==> config.mk <==
export PLATFORM = sky130hd
export DESIGN_NAME = rx_half_packer
export DESIGN_NICKNAME = d
export VERILOG_FILES = /design/src/rtl/rxp_pkg.sv /design/src/rtl/rxp_pair_packer.sv /design/src/rtl/rxp_sync_fifo.sv /design/src/rtl/rx_half_packer.sv
export SDC_FILE = /design/constraint.sdc
export NUM_CORES = 1
export LEC_CHECK = 0
export BUFFER_PORTS_ARGS = -buffer_cell sky130_fd_sc_hd__buf_2
export CORE_ASPECT_RATIO = 1.4
export CORE_MARGIN = 4
export CORE_UTILIZATION = 40
export DETAILED_ROUTE_END_ITERATION = 7
export PLACE_DENSITY = 0.6
export SETUP_SLACK_MARGIN = 0.05
export SLEW_MARGIN = 40
export SYNTH_ARGS = -nofsm -noshare
export SYNTH_HDL_FRONTEND = slang
export SYNTH_SLANG_ARGS = --single-unit
export TNS_END_PERCENT = 1
==> constraint.sdc <==
create_clock -name clk -period 3.75 [get_ports clk]
set_clock_uncertainty 0.1 [all_clocks]
set_input_delay 1.125 -clock clk [delete_from_list [all_inputs] [get_ports clk]]
set_output_delay 1.125 -clock clk [all_outputs]
set_load 0.01 [all_outputs]
==> src/rtl/rxp_pkg.sv <==
package rxp_pkg;
  localparam int BYTE_W = 8;
  localparam int HALF_W = 2 * BYTE_W;
  localparam int BUS_W  = 32;

  typedef struct packed {
    logic vld;
    logic frm;
  } res_flags_t;

  // Two received bytes, earlier one in the upper half.
  function automatic logic [HALF_W-1:0] join_pair(input logic [BYTE_W-1:0] first,
                                                  input logic [BYTE_W-1:0] second);
    return {first, second};
  endfunction

  // Residual entry: held byte on top, zero fill below.
  function automatic logic [HALF_W-1:0] residual_entry(input logic [BYTE_W-1:0] held);
    return {held, {BYTE_W{1'b0}}};
  endfunction

  // Bus view of a half-word: upper bits read as zero.
  function automatic logic [BUS_W-1:0] widen(input logic [HALF_W-1:0] h);
    return {{(BUS_W-HALF_W){1'b0}}, h};
  endfunction
endpackage

==> src/rtl/rxp_pair_packer.sv <==
module rxp_pair_packer
  import rxp_pkg::*;
(
  input  logic              clk,
  input  logic              rst_n,
  input  logic              byte_vld,
  input  logic [BYTE_W-1:0] byte_data,
  input  logic              new_xfer,
  input  logic              pop_req,
  output logic              push_en,
  output logic [HALF_W-1:0] push_data,
  output logic              res_vld,
  output logic              res_frm
);
  logic              hold_q;
  logic [BYTE_W-1:0] hold_byte;
  res_flags_t        flags_q;

  // Named internal events
  logic pair_done, pop_blocked, pop_fire, pop_consume;

  assign pair_done   = byte_vld & hold_q;
  assign pop_blocked = byte_vld | new_xfer;
  assign pop_fire    = pop_req & hold_q & ~pop_blocked;
  assign pop_consume = pop_fire & flags_q.vld;

  assign push_en   = pair_done | pop_fire;
  assign push_data = pair_done ? join_pair(hold_byte, byte_data)
                               : residual_entry(hold_byte);

  always_ff @(posedge clk) begin
    if (!rst_n) begin
      hold_q    <= 1'b0;
      hold_byte <= '0;
    end else if (byte_vld) begin
      hold_q <= ~hold_q;
      if (!hold_q) hold_byte <= byte_data;
    end else if (pop_consume) begin
      hold_q <= 1'b0;
    end
  end

  always_ff @(posedge clk) begin
    if (!rst_n) begin
      flags_q <= '0;
    end else if (byte_vld) begin
      flags_q <= hold_q ? res_flags_t'(2'b00) : res_flags_t'(2'b11);
    end else if (new_xfer) begin
      flags_q <= '0;
    end else if (pop_consume) begin
      flags_q.vld <= 1'b0;
    end
  end

  assign res_vld = flags_q.vld;
  assign res_frm = flags_q.frm;

  a_r2_hold_sets_flags: assert property (@(posedge clk) disable iff (!rst_n)
    (byte_vld && !hold_q) |=> (res_vld && res_frm));
  a_r2_pair_clears_flags: assert property (@(posedge clk) disable iff (!rst_n)
    (byte_vld && hold_q) |=> (!res_vld && !res_frm && !hold_q));
  a_r3_pop_consumes: assert property (@(posedge clk) disable iff (!rst_n)
    pop_consume |=> (!res_vld && res_frm && !hold_q));
  a_r4_new_xfer_clears: assert property (@(posedge clk) disable iff (!rst_n)
    (new_xfer && !byte_vld) |=> (!res_vld && !res_frm));
  a_r5_race_keeps_byte: assert property (@(posedge clk) disable iff (!rst_n)
    (pop_fire && !res_vld) |=> (hold_q && $stable(hold_byte)));
  a_r6_idle_pop_keeps_flags: assert property (@(posedge clk) disable iff (!rst_n)
    (pop_req && !hold_q && !byte_vld && !new_xfer) |=> $stable(flags_q));
  a_r2_valid_implies_frame: assert property (@(posedge clk) disable iff (!rst_n)
    res_vld |-> res_frm);
endmodule

==> src/rtl/rxp_sync_fifo.sv <==
module rxp_sync_fifo #(
  parameter int DATA_W = 16,
  parameter int DEPTH  = 8,
  localparam int AW    = (DEPTH > 1) ? $clog2(DEPTH) : 1,
  localparam int CW    = $clog2(DEPTH + 1)
) (
  input  logic              clk,
  input  logic              rst_n,
  input  logic              wr_req,
  input  logic [DATA_W-1:0] wr_data,
  input  logic              rd_req,
  output logic [DATA_W-1:0] rd_data,
  output logic              empty,
  output logic              full,
  output logic [CW-1:0]     count,
  output logic              drop
);
  logic [DATA_W-1:0] mem [DEPTH];
  logic [AW-1:0]     wptr, rptr;
  logic              wr_ok, rd_ok;

  function automatic logic [AW-1:0] next_ptr(input logic [AW-1:0] p);
    return (p == AW'(DEPTH - 1)) ? '0 : p + 1'b1;
  endfunction

  assign empty   = (count == '0);
  assign full    = (count == CW'(DEPTH));
  assign wr_ok   = wr_req & ~full;
  assign rd_ok   = rd_req & ~empty;
  assign drop    = wr_req & full;
  assign rd_data = mem[rptr];

  always_ff @(posedge clk) begin
    if (wr_ok) mem[wptr] <= wr_data;
  end

  always_ff @(posedge clk) begin
    if (!rst_n) begin
      wptr  <= '0;
      rptr  <= '0;
      count <= '0;
    end else begin
      if (wr_ok) wptr <= next_ptr(wptr);
      if (rd_ok) rptr <= next_ptr(rptr);
      case ({wr_ok, rd_ok})
        2'b10:   count <= count + 1'b1;
        2'b01:   count <= count - 1'b1;
        default: count <= count;
      endcase
    end
  end

  a_r7_full_blocks: assert property (@(posedge clk) disable iff (!rst_n)
    (full && wr_req && !rd_req) |=> (full && $stable(wptr)));
  a_r7_level_bound: assert property (@(posedge clk) disable iff (!rst_n)
    count <= CW'(DEPTH));
  a_r10_empty_read: assert property (@(posedge clk) disable iff (!rst_n)
    (empty && rd_req && !wr_req) |=> (empty && $stable(rptr)));
endmodule

==> src/rtl/rx_half_packer.sv <==
module rx_half_packer
  import rxp_pkg::*;
#(
  parameter int FIFO_DEPTH = 8,
  parameter int LVL_W      = $clog2(FIFO_DEPTH + 1)
) (
  input  logic              clk,
  input  logic              rst_n,
  input  logic              rx_byte_vld,
  input  logic [BYTE_W-1:0] rx_byte,
  input  logic              rx_new_xfer,
  input  logic              pop_wr,
  input  logic              rd_en,
  output logic [BUS_W-1:0]  rd_data,
  output logic              fifo_empty,
  output logic              fifo_full,
  output logic [LVL_W-1:0]  fifo_level,
  output logic              st_res_vld,
  output logic              st_res_frm,
  output logic              st_overflow
);
  logic              push_en;
  logic [HALF_W-1:0] push_data;
  logic [HALF_W-1:0] head;
  logic              wr_dropped;

  rxp_pair_packer packer_i (
    .clk       (clk),
    .rst_n     (rst_n),
    .byte_vld  (rx_byte_vld),
    .byte_data (rx_byte),
    .new_xfer  (rx_new_xfer),
    .pop_req   (pop_wr),
    .push_en   (push_en),
    .push_data (push_data),
    .res_vld   (st_res_vld),
    .res_frm   (st_res_frm)
  );

  rxp_sync_fifo #(.DATA_W(HALF_W), .DEPTH(FIFO_DEPTH)) fifo_i (
    .clk     (clk),
    .rst_n   (rst_n),
    .wr_req  (push_en),
    .wr_data (push_data),
    .rd_req  (rd_en),
    .rd_data (head),
    .empty   (fifo_empty),
    .full    (fifo_full),
    .count   (fifo_level),
    .drop    (wr_dropped)
  );

  assign rd_data = widen(head);

  always_ff @(posedge clk) begin
    if (!rst_n)          st_overflow <= 1'b0;
    else if (wr_dropped) st_overflow <= 1'b1;
  end

  a_r7_overflow_sticky: assert property (@(posedge clk) disable iff (!rst_n)
    st_overflow |=> st_overflow);
  a_r7_drop_flags: assert property (@(posedge clk) disable iff (!rst_n)
    wr_dropped |=> st_overflow);
  a_r1_upper_zero: assert property (@(posedge clk) disable iff (!rst_n)
    rd_data[BUS_W-1:HALF_W] == '0);
endmodule

==> qor.txt <==
Die area -> 17500 um^2
Post-route antenna net violation count -> 0
Sequential fraction of the synthesis area -> 70.6%
Combinational share of power -> 15.6%
Total negative setup slack -> 0 ns
Reg clk slew, reported paths -> 0.06 ns
Share of layout cells above drive strength 1 -> 33.3%
Largest net degree at the start of global routing -> 33
Post-Syn Area per Cell -> 17.9 um^2
Tot GR Track Use -> 14.0%
Clock sinks -> 153
Pwr/cell area -> 610 nW/um^2
Commonest cells after routing, fill and taps aside -> 128 x edfxtp_1, 38 x buf_2, 32 x mux4_2
Flop pwr share -> 44.8%
Syn. warnings -> 0
P_int -> 3380 uW
Critical Path Sink Type -> primary output
Area Overhead vs Synth -> 17.0%
Final WL -> 11.4 mm
Ys flop type -> edfxtp_1
Worst slew pin tran -> 0.724 ns
NumNets Final -> 416
Cts hold-fix bufs -> 0
Die W -> 113 um
Synthesis-stage register bit count -> 153
Die Ht -> 155 um
PostCTS Resize Cnt -> 0
GR Overflow Total -> 0
Dpl hpwl -> 7.06 mm
Crit Path Class -> flop to primary output
Hold Vio Cnt, Final -> 0
FFs w/ async S/R, synth -> 0%
RSZ-0062 raised after global routing -> no
Initial core utilization -> 40.9%
Crit-path max FO -> 24
DRC Markers -> 0
Status -> finished, final reports clean
CORE AREA -> 15100 um^2
Vias/cell -> 5.13
Post-Synthesis Cells -> 343
Global-route wire length before repair -> 18.1 mm
DR WL/cell -> 19.0 um
Final cycle utilization of the critical path -> 92.5%
CP Launch Type -> flop
Max VDD drop -> 0.000340 V
Net Sw Power -> 1010 uW
Initial antenna violation count -> 0
Met1 Wirelength -> 4.98 mm
Row count -> 53
Vias in the first global route -> 3140
# IOs -> 55
Placed Area -> 6580 um^2
Design area -> 7200 um^2
EDFF count, synth -> 128
Top sig layer -> met4
Drt first-iter violations -> 193
Slowest stage delay, CP -> 0.55 ns
Met3 wire len -> 477 um
P_leak -> 0.00254 uW
GP Congestion -> 0.723
H-tree level count -> 4
Maxcap violations -> 0
Post-Syn Area -> 6150 um^2
Diode count -> 0
Clock tree from TritonCTS -> yes
Input/output buffers -> 38
WL met2 -> 5.85 mm
Setup violations, final -> 0
Required time worst endpoint -> 2.52 ns
Clk buf depth -> 2
Setup bufs post-CTS -> 0
Max-Slew Margin vs Limit -> 51.6%
Switching share of power -> 23.0%
Worst R2R Setup Slack -> 0.92 ns
Max-slew violation count -> 0
Drt pass-1 iters -> 4
Cells along the critical path -> buf_12 > mux4_2 > mux2_2 > buf_2
DR vias -> 3075
Fmax -> 0.288 GHz
Min Clock Period, post-route -> 3.47 ns
Commonest non-fill, non-tap cell in the layout -> edfxtp_1
Worst Hold Class -> flop to flop
Netlist cell types -> 38
CTS buffer count -> 17
Slowest stage cell, crit path -> dfxtp_2
Clk pwr share -> 39.6%
Worst EP arrival -> 2.24 ns
Clock root buffer -> clkbuf_16
Clock latency on the worst-skew pair -> 0.41 ns
==> cell type report <==
cell class,instances,area (um^2)
clock buffers,26,541
clock inverters,6,81.3
fillers,1245,7850
inverters,3,11.3
multi-input cells,170,1690
flip-flops and latches,153,4350
well taps,192,240
repair buffers,50,293
==> state kept, by name, indices dropped and copies added (netlist names), named ones only <==
signal and flops:
fifo_i.wptr 3, packer_i.res_vld 1, packer_i.hold_q 1, fifo_i.count 4
fifo_i.mem 128, fifo_i.rptr 3, st_overflow 1, packer_i.hold_byte 8
packer_i.res_frm 1
==> Yosys cell counts (2+ instances only) <==
library cell,instances,share of area [%]
a21boi_0,13,1.6
a21oi_1,4,0.33
and3_1,8,0.81
buf_2,4,0.33
buf_4,16,2.0
clkbuf_1,10,0.61
dfxtp_1,25,8.1
edfxtp_1,128,62
ha_1,7,1.4
inv_1,3,0.18
mux2_2,16,2.9
mux2i_1,3,0.49
mux4_2,32,12
nand2_1,24,1.5
nand2b_1,4,0.41
nor2_1,6,0.37
nor2b_1,8,0.81
nor3_1,5,0.41
nor3b_1,2,0.24
nor4_1,2,0.20
o21ai_0,4,0.33
or3_1,2,0.20
xor2_1,2,0.28
==> through the flow <==
step	cells	setup WS, ns	hold slack [ns]	utilization [%]	power [uW]
final	600	0.282	0.379	47.8	4390
after floorplan	358	0.0770	0.367	-	2520
after global placement	568	0.533	0.351	43.7	2690
after global routing	600	0.148	0.395	47.8	4580
after CTS	600	0.217	0.382	47.8	4440
after detailed placement	568	0.443	0.366	43.7	2700
==> power groups by stage <==
stage                     Clock (uW)  Sequential, uW  Combinational, uW
after floorplan                    0            1960                553
after global placement             0            2000                691
after detailed placement           0            2010                699
after CTS                       1760            1970                701
after global routing            1850            1980                751
final                           1740            1970                686
==> cell families (layout without fill, tap and decap cells) <==
family | count (synthesis) | in the layout | synth area share, %
AO/OA/AOI/OAI | 29 | 29 | 3.68
XOR/XNOR | 3 | 3 | 0.427
adder cells (fa/ha/maj) | 7 | 7 | 1.42
buffers and inverters | 35 | 85 | 3.31
flip-flops | 153 | 153 | 70.6
multiplexers | 51 | 51 | 15.1
other | 1 | 16 | 0.0609
AND/OR/NAND/NOR | 64 | 64 | 5.39
==> routing by layer <==
metal  track usage [%]  vias up
li1                  -     1416
met1              17.8     1582
met2              22.6       71
met3              4.77        6
met4              4.47        0
met5                 0        -
==> critical path: cells and delay by family (launching register included) <==
| kind | cells | cell delay [ns] |
|---|---|---|
| buf+inv | 2 | 0.43 |
| mux | 2 | 0.84 |
| flops | 1 | 0.55 |
==> path summary, 6_finish.rpt <==
check,startpoint,cells after the start,to
worst max register to register,fifo_i.count[1],9,fifo_i.count[2]
worst min-delay path,st_overflow,1,st_overflow
worst max-delay path,flop,4,rd_data[11]
worst min register to register,st_overflow,1,st_overflow
Power figures use the tool's default switching activity.
